===== config.mk =====
export PLATFORM = sky130hd
export DESIGN_NAME = xfer_limit_guard
export DESIGN_NICKNAME = d
export VERILOG_FILES = /design/src/rtl/xlg_pkg.sv /design/src/rtl/xlg_range_chk.sv /design/src/rtl/xlg_cmd_gate.sv /design/src/rtl/xlg_fault_ctl.sv /design/src/rtl/xlg_addr_bank.sv /design/src/rtl/xfer_limit_guard.sv
export SDC_FILE = /design/constraint.sdc
export NUM_CORES = 1
export LEC_CHECK = 0
export CAP_MARGIN = 0
export CORE_AREA = 2 2 142 89
export CTS_CLUSTER_SIZE = 40
export DETAILED_ROUTE_END_ITERATION = 12
export DIE_AREA = 0 0 144 91
export DONT_BUFFER_PORTS = 1
export SKIP_LAST_GASP = 1
export SYNTH_ARGS = -nofsm -noshare
export SYNTH_HDL_FRONTEND = slang
export SYNTH_SLANG_ARGS = --single-unit

===== constraint.sdc =====
create_clock -name clk -period 7.58 [get_ports clk]
set_input_delay 1.137 -clock clk [delete_from_list [all_inputs] [get_ports clk]]
set_output_delay 1.137 -clock clk [all_outputs]
set_load 0.03 [all_outputs]

===== src/rtl/xlg_pkg.sv =====
`timescale 1ns/1ps
package xlg_pkg;
   typedef enum logic [1:0] {
      CMD_OTHER = 2'd0,
      CMD_WAIT  = 2'd1,
      CMD_ESC   = 2'd2,
      CMD_INIT  = 2'd3
   } cmd_class_e;

   localparam int unsigned SLOT_OPND = 0;
   localparam int unsigned SLOT_INSN = 1;
   localparam int unsigned NUM_SLOTS = 2;
endpackage


===== src/rtl/xlg_range_chk.sv =====
`timescale 1ns/1ps
module xlg_range_chk #(
   parameter int unsigned ADDR_W = 24,
   parameter int unsigned LEN_W  = 7
) (
   input  logic [ADDR_W-1:0] offset,
   input  logic [LEN_W-1:0]  len_m1,
   input  logic [ADDR_W-1:0] limit,
   output logic              beyond
);
   localparam int unsigned SUM_W = ADDR_W + 1;
   localparam int unsigned PAD_W = SUM_W - LEN_W;

   logic [SUM_W-1:0] last_byte;

   // one extra bit keeps a sum that wraps the address space above any limit
   always_comb begin
      last_byte = {1'b0, offset} + {{PAD_W{1'b0}}, len_m1};
      beyond    = last_byte > {1'b0, limit};
   end
endmodule


===== src/rtl/xlg_cmd_gate.sv =====
`timescale 1ns/1ps
module xlg_cmd_gate
   import xlg_pkg::*;
(
   input  logic       clk,
   input  logic       rst_n,
   input  logic       cmd_valid,
   input  logic [1:0] cmd_class,
   input  logic       locked,
   output logic       init_seen,
   output logic       esc_take,
   output logic       accept_q,
   output logic       reject_q
);
   cmd_class_e cls;
   logic       gated_cls;
   logic       refuse;

   always_comb begin
      cls       = cmd_class_e'(cmd_class);
      gated_cls = (cls == CMD_WAIT) || (cls == CMD_ESC);
      refuse    = cmd_valid && locked && gated_cls;
      init_seen = cmd_valid && (cls == CMD_INIT);
      esc_take  = cmd_valid && (cls == CMD_ESC) && !locked;
   end

   always_ff @(posedge clk) begin
      if (!rst_n) begin
         accept_q <= 1'b0;
         reject_q <= 1'b0;
      end else begin
         accept_q <= cmd_valid && !refuse;
         reject_q <= refuse;
      end
   end
endmodule


===== src/rtl/xlg_fault_ctl.sv =====
`timescale 1ns/1ps
module xlg_fault_ctl (
   input  logic clk,
   input  logic rst_n,
   input  logic xfer_req,
   input  logic beyond,
   input  logic clr_strobe,
   input  logic rst_strobe,
   input  logic init_seen,
   output logic fault_q,
   output logic grant_q
);
   logic clearing;
   logic new_fault;

   always_comb begin
      clearing  = clr_strobe || rst_strobe || init_seen;
      new_fault = xfer_req && beyond;
   end

   always_ff @(posedge clk) begin
      if (!rst_n) begin
         fault_q <= 1'b0;
         grant_q <= 1'b0;
      end else begin
         grant_q <= xfer_req && !beyond && !fault_q;
         if (fault_q)
            fault_q <= !clearing;
         else
            fault_q <= new_fault;
      end
   end
endmodule


===== src/rtl/xlg_addr_bank.sv =====
`timescale 1ns/1ps
module xlg_addr_bank #(
   parameter int unsigned ADDR_W = 24,
   parameter int unsigned NREG   = 2,
   localparam int unsigned SEL_W = (NREG > 1) ? $clog2(NREG) : 1
) (
   input  logic                        clk,
   input  logic                        rst_n,
   input  logic [NREG-1:0]             cap_en,
   input  logic [NREG-1:0][ADDR_W-1:0] cap_val,
   input  logic [SEL_W-1:0]            rd_sel,
   output logic [NREG-1:0][ADDR_W-1:0] regs_q,
   output logic [ADDR_W-1:0]           rd_data
);
   for (genvar g = 0; g < NREG; g++) begin : g_slot
      always_ff @(posedge clk) begin
         if (!rst_n)
            regs_q[g] <= '0;
         else if (cap_en[g])
            regs_q[g] <= cap_val[g];
      end
   end

   always_comb begin
      rd_data = '0;
      for (int i = 0; i < NREG; i++)
         if (rd_sel == SEL_W'(i))
            rd_data = regs_q[i];
   end
endmodule


===== src/rtl/xfer_limit_guard.sv =====
`timescale 1ns/1ps
module xfer_limit_guard
   import xlg_pkg::*;
#(
   parameter int unsigned ADDR_W = 24,
   parameter int unsigned LEN_W  = 7
) (
   input  logic              clk,
   input  logic              rst_n,
   input  logic              xfer_req,
   input  logic [ADDR_W-1:0] xfer_offset,
   input  logic [LEN_W-1:0]  xfer_len_m1,
   input  logic [ADDR_W-1:0] seg_limit,
   input  logic              cmd_valid,
   input  logic [1:0]        cmd_class,
   input  logic [ADDR_W-1:0] cmd_addr,
   input  logic              irq_clear,
   input  logic              cop_reset,
   input  logic              rd_sel,
   output logic              xfer_grant,
   output logic              ovr_irq,
   output logic              cmd_accept,
   output logic              cmd_reject,
   output logic [ADDR_W-1:0] rd_data
);
   if (LEN_W < 1 || LEN_W > ADDR_W) begin : g_bad_len
      $error("xfer_limit_guard: LEN_W must be in 1..ADDR_W");
   end
   if (ADDR_W < 2) begin : g_bad_addr
      $error("xfer_limit_guard: ADDR_W must be at least 2");
   end

   logic                           beyond;
   logic                           fault_q;
   logic                           init_seen;
   logic                           esc_take;
   logic [NUM_SLOTS-1:0]           cap_en;
   logic [NUM_SLOTS-1:0][ADDR_W-1:0] cap_val;
   logic [NUM_SLOTS-1:0][ADDR_W-1:0] bank_q;

   xlg_range_chk #(.ADDR_W(ADDR_W), .LEN_W(LEN_W)) u_range (
      .offset (xfer_offset),
      .len_m1 (xfer_len_m1),
      .limit  (seg_limit),
      .beyond (beyond)
   );

   xlg_cmd_gate u_gate (
      .clk       (clk),
      .rst_n     (rst_n),
      .cmd_valid (cmd_valid),
      .cmd_class (cmd_class),
      .locked    (fault_q),
      .init_seen (init_seen),
      .esc_take  (esc_take),
      .accept_q  (cmd_accept),
      .reject_q  (cmd_reject)
   );

   xlg_fault_ctl u_fault (
      .clk        (clk),
      .rst_n      (rst_n),
      .xfer_req   (xfer_req),
      .beyond     (beyond),
      .clr_strobe (irq_clear),
      .rst_strobe (cop_reset),
      .init_seen  (init_seen),
      .fault_q    (fault_q),
      .grant_q    (xfer_grant)
   );

   always_comb begin
      cap_en                = '0;
      cap_en[SLOT_OPND]     = xfer_req && !fault_q;
      cap_en[SLOT_INSN]     = esc_take;
      cap_val               = '0;
      cap_val[SLOT_OPND]    = xfer_offset;
      cap_val[SLOT_INSN]    = cmd_addr;
   end

   xlg_addr_bank #(.ADDR_W(ADDR_W), .NREG(NUM_SLOTS)) u_bank (
      .clk     (clk),
      .rst_n   (rst_n),
      .cap_en  (cap_en),
      .cap_val (cap_val),
      .rd_sel  (rd_sel),
      .regs_q  (bank_q),
      .rd_data (rd_data)
   );

   assign ovr_irq = fault_q;
endmodule


# [Yosys cells after proc, flatten, opt, wreduce, memory -nomap -nowiden]
# Cells that the tools add are included.
[op_classes] n_eq_ne=3 bitwise=0 shift=0 n_mul=0 div_mod_pow=0 muxes=2 add_sub_neg=1 reduce_logical=17 order_cmp=1
[op_table] op="$add 24x7->25" n=1
[op_table] op="$gt 25x24->1" n=1
[op_table] op="$mux 24" n=1
[op_table] op="$logic_and 1x1->1" n=10
[op_table] op="$eq 2x2->1 const B" n=2
[op_table] op="$logic_not 1->1" n=4
[op_table] op="$logic_or 1x1->1" n=3
[op_table] op="$eq 2x1->1 const B" n=1
[op_table] op="$mux 1" n=1
[totals] output_inout_bits=28 mem_bits_rw=0 latchBits=0 romBits=0 memories=0 ff_bits=52

# [Depth between registers and ports, before layout]
[depth] word_depth=5 depth_mapped=15 ltp_nobuf=15

# [Modules after synthesis]
# A second synthesis with hierarchy kept.
[hier_totals] hier_cells=377 area_unflattened_um2=3686.0
[by_module_without_submodules] mod="xlg_addr_bank" area_each_um2=2263.4 seq_area_each_um2=960.9 n_inst=1 cells_per_inst=182
[by_module_without_submodules] mod="xlg_range_chk" area_each_um2=1226.2 seq_area_each_um2=0.0 n_inst=1 cells_per_inst=175
[by_module_without_submodules] mod="xlg_cmd_gate" area_each_um2=108.9 seq_area_each_um2=40.0 n_inst=1 cells_per_inst=12
[by_module_without_submodules] mod="xlg_fault_ctl" area_each_um2=73.8 seq_area_each_um2=40.0 n_inst=1 cells_per_inst=7
[by_module_without_submodules] mod="xfer_limit_guard" area_each_um2=13.8 seq_area_each_um2=0.0 n_inst=1 cells_per_inst=1

# [Least setup slack after synthesis]
# No wires, ideal clock.
[synth_timing] path_kind="input -> register" from="in xfer_offset[0]" to="reg u_fault.grant_q" n_path_buf=0 path_stages=15 setup_slack_ns=3.768 t_arrival_ns=3.690 cell_sequence="ha_1 inv_1 fa_1 nor2b_4 o31a_4 o211ai_4 nor2_2 and3_1 xor2_1 ha_1 nand3_1 nor4_1 o211ai_1 nand4_1 a211oi_1"
[synth_via] elab_chain_len=5
[synth_rtl] item="start: declaration" line="xfer_limit_guard.sv:11" text="input logic [ADDR_W-1:0] xfer_offset,"
[synth_rtl] item="$add 24x7->25" line="xlg_range_chk.sv:18" text="last_byte = {1'b0, offset} + {{PAD_W{1'b0}}, len_m1};"
[synth_rtl] item="$gt 25x24->1" line="xlg_range_chk.sv:19" text="beyond = last_byte > {1'b0, limit};"
[synth_rtl] item="$logic_not 1->1" line="xlg_fault_ctl.sv:26" text="grant_q <= xfer_req && !beyond && !fault_q;"
[synth_rtl] item="$logic_and 1x1->1 (2 in a row)" line="xlg_fault_ctl.sv:26"
[synth_rtl] item="end signal: assignment" line="xlg_fault_ctl.sv:26"
[synth_rtl] item="end: declaration" line="xlg_fault_ctl.sv:11" text="output logic grant_q"
# Every way passes these cells.
# A chain may end at the register's enable or synchronous reset.

# [Worst setup path in the final report]
# Ends and elaborated chain as after synthesis.

==> qor.tcl <==
set qor(outcome) {completed}
set qor(cts_buffers) 5
set qor(finalWeightedCongestion) 0.9107
set qor(max_slew_headroom_at_the_worst_pin_pct) 31.35
set qor(finish.utilization_pct) 32.24
set qor(final_antenna_net_count) 0
set qor(drtPass1Iterations) 4
set qor(period_share_pct) 51.79
set qor(worst-path-max-fanout) 7
set qor(n_antenna_cell) 0
set qor(place.detailed.instances) 583
set qor(ir_worst_vdd_v) 0.0001083
set qor(synth_to_final_area_change_pct) 9.314
set qor(number_of_distinct_library_cells_after_synthesis) 36
set qor(detailedPlacementHpwl_um) 7454
set qor(power.switching_fraction_pct) 27.23
set qor(layoutNonFillerInstCount) 591
set qor(power_frac_clock_pct) 38.9
set qor(start_util_pct) 29.49
set qor(gr-usage-all-layers_pct) 14.41
set qor(maximum_number_of_pins_on_one_net_before_global_route_repair) 52
set qor(drtIter0Drc) 81
set qor(remaining_drc_errors) 0
set qor(first_global_vias) 2924
set qor(worst_path_largest_cell_delay_ns) 0.48
set qor(clk-insertion-delay-late_ns) 0.29
set qor(min-delay-path-class) {register to register}
set qor(synth_nets) 559
set qor(crit_path_top_delay_cell) {sky130_fd_sc_hd__nor4_1}
set qor(cts_hold_buffers) 0
set qor(leakage_nw) 1.547
set qor(timing_limited_maximum_frequency_mhz) 254.8
set qor(cts_repair_resize_count) 0
set qor(cell_area_after_synthesis_mm2) 0.003466
set qor(timing.max_cap.violations) 0
set qor(via_count) 2818
set qor(syn_area_per_cell_um2) 7.931
set qor(clock-skew-final_ns) 0.005015
set qor(cellInternalPower_w) 0.0005155
set qor(critPathCaptureType) {register}
set qor(pwr-share-comb_pct) 19.2
set qor(num_rows) 31
set qor(core_region_area_mm2) 0.01175
set qor(number_of_register_bits_inferred_by_synthesis) 52
set qor(timing.critical_path.from_type) {primary input}
set qor(synthesis_warning_total) 0
set qor(fin_crit_period_ns) 3.925
set qor(slew_at_the_pin_closest_to_its_max_slew_limit_ns) 1.025
set qor(synthCells) 437
set qor(yosysSeqAreaShare_pct) 30.04
set qor(route.detailed.wl_per_inst_um) 15.63
set qor(num-nets-final) 547
set qor(final-max-slew-violation-count) 0
set qor(setup_tns_ns) 0
set qor(switchingPower_w) 0.0001928
set qor(total_die_area_mm2) 0.01310
set qor(rsz0062_at_grt) {no}
set qor(floorplan.io_pins) 116
set qor(power.total_w) 0.0007083
set qor(layout-drive-gt1-share_pct) 9.859
set qor(die_width_um) 144
set qor(grt_antenna_before_repair) 0
set qor(final.hold.worst_slack_ns) 0.4608
set qor(postCtsSetupRepairBufs) 0
set qor(filler_cell_count) 1275
set qor(numClockSinks) 52
set qor(cp_common_cell) {sky130_fd_sc_hd__ha_1}
set qor(power-per-cell-area_mw_per_mm2) 187.0
set qor(chip_height_um) 91
set qor(crit_type) {primary input to register}
set qor(ctsLongestPathBuffers) 2
set qor(cts.reportedPaths.clkPinSlew_ns) 0.07
set qor(hold_viol_final) 0
set qor(power.sequential.fraction_pct) 41.9
set qor(grt_pass1_wl_um) 14810
set qor(setup_viol) 0
set qor(critical_path.top_delay_family) {simple AND/OR/NAND/NOR gates}
set qor(timing.critical_path.required_ns) 7.76
set qor(tritoncts) {yes}
set qor(globalRoute.totalOverflow) 0
set qor(cts.root.buffer_cell) {sky130_fd_sc_hd__clkbuf_16}
set qor(critPathArrivalTime_ns) 4.10
set qor(detail_route.vias_per_cell) 4.768
set qor(postRouteWirelength_um) 9238
set qor(h_tree_depth) 2
set qor(cp_cell_sequence) {ha_1, inv_1, fa_1, nor2b_4, o31a_4, o211ai_4, nor2_2, and3_1, xor2_1, ha_1, nand3_1, nor4_1, o211ai_1, nand4_1, a211oi_1}
set qor(worstPathBufferInverterCount) 1
set qor(buffer_ports.inserted) 0
cell usage after synthesis, drive strengths merged:
master  instances  share of area [%]
xnor2          12                3.0
nor4            2               0.36
clkbuf         19                2.1
o211ai          4                1.3
xor2            9                2.3
a22oi           1               0.22
o21ai           8                1.3
o31a            1               0.51
nand2         114                 12
and3            4               0.72
nor3b           1               0.22
a21oi          15                2.2
and4            1               0.25
nand3           6               0.87
inv            33                3.6
a21boi         48                 10
nor2           18                2.1
or2             1               0.18
o22ai           1               0.18
a21o            2               0.43
dfxtp          52                 30
nand2b          3               0.54
nand4           9                1.6
o21a            2               0.43
nor3            5               0.72
ha             33                 12
a211oi          2               0.43
fa              1               0.58
nor2b           3               0.76
or3             1               0.32
o31ai           2               0.43
mux2           24                7.8
worst reg2reg max path: stages (launching register included):
cell and delay, ns:
sky130_fd_sc_hd__dfxtp_1 0.53, sky130_fd_sc_hd__nor2b_2 0.90, sky130_fd_sc_hd__nand2_1 0.23, sky130_fd_sc_hd__o31ai_1 0.28, sky130_fd_sc_hd__a21o_1 0.12
layout by cell type (no fill, tap or decap), types with 4 or more instances in the layout:
cell type and count:
sky130_fd_sc_hd__clkbuf_16 5, sky130_fd_sc_hd__xnor2_1 12, sky130_fd_sc_hd__ha_1 33, sky130_fd_sc_hd__nand3_1 6, sky130_fd_sc_hd__nand2_1 114, sky130_fd_sc_hd__nand4_1 9
sky130_fd_sc_hd__nor3_1 5, sky130_fd_sc_hd__o21ai_0 7, sky130_fd_sc_hd__mux2_2 24, sky130_fd_sc_hd__xor2_1 9, sky130_fd_sc_hd__a21oi_1 15, sky130_fd_sc_hd__a21boi_0 48
sky130_fd_sc_hd__nor2_1 15, sky130_fd_sc_hd__dfxtp_1 52, sky130_fd_sc_hd__inv_1 33, sky130_fd_sc_hd__and3_1 4
kinds of logic after synthesis:
| kind of cell | share of synthesized area, % |
|---|---|
| muxes | 7.798 |
| buffers and inverters | 5.632 |
| adders and majority gates | 12.49 |
| AOI/OAI and AO/OA | 17.73 |
| and+or+nand+nor | 21.01 |
| DFF | 30.04 |
| xor gates and xnor gates | 5.307 |
per-stage QoR:
step / worst slack (ns) / area (um^2)
5_1_grt: 3.529 / 3789
3_3_place_gp: 3.593 / 3606
4_1_cts: 3.700 / 3789
3_5_place_dp: 3.392 / 3606
6_report: 3.655 / 3789
2_1_floorplan: 3.768 / 3466
routing by layer:
layer,GRT usage (%),wire (um)
met5,0,0
met3,6.804,976
met4,0.8987,0
met1,19.38,4500
met2,21.98,3762
state kept, by name (all words and copies together) (netlist names):
signal / count
u_gate.reject_q: 1
u_fault.fault_q: 1
u_fault.grant_q: 1
u_gate.accept_q: 1
u_bank.regs_q: 48
area by class of cell:
cell class                 count  area [um^2]  share of cell area (%)
multi-input combinational    333         2235                   58.98
sequential                    52         1041                   27.48
tap                          165        206.4                   5.449
clock buffer                   7        152.6                   4.029
inverter                      33        123.9                   3.269
clock inverter                 1        30.03                  0.7926
final timing paths:
kind                          start                 to  depth (start not counted)  slack [ns]
setup / recovery     xfer_offset[0]    u_fault.grant_q                         15        3.65
hold / removal    u_bank.regs_q[45]  u_bank.regs_q[45]                          2        0.46
setup reg to reg    u_fault.fault_q    u_fault.fault_q                          4        5.47
hold reg to reg   u_bank.regs_q[45]  u_bank.regs_q[45]                          2        0.46
power groups by stage:
| stage | Sequential, W | Clock (W) | Combinational [W] |
|---|---|---|---|
| after floorplan | 0.000300 | 0 | 0.000117 |
| after global placement | 0.000303 | 0 | 0.000134 |
| after detailed placement | 0.000303 | 0 | 0.000137 |
| after CTS | 0.000297 | 0.000283 | 0.000137 |
| after global routing | 0.000298 | 0.000298 | 0.000155 |
| final | 0.000297 | 0.000276 | 0.000136 |
No activity file was read; power rests on OpenSTA's default activity.
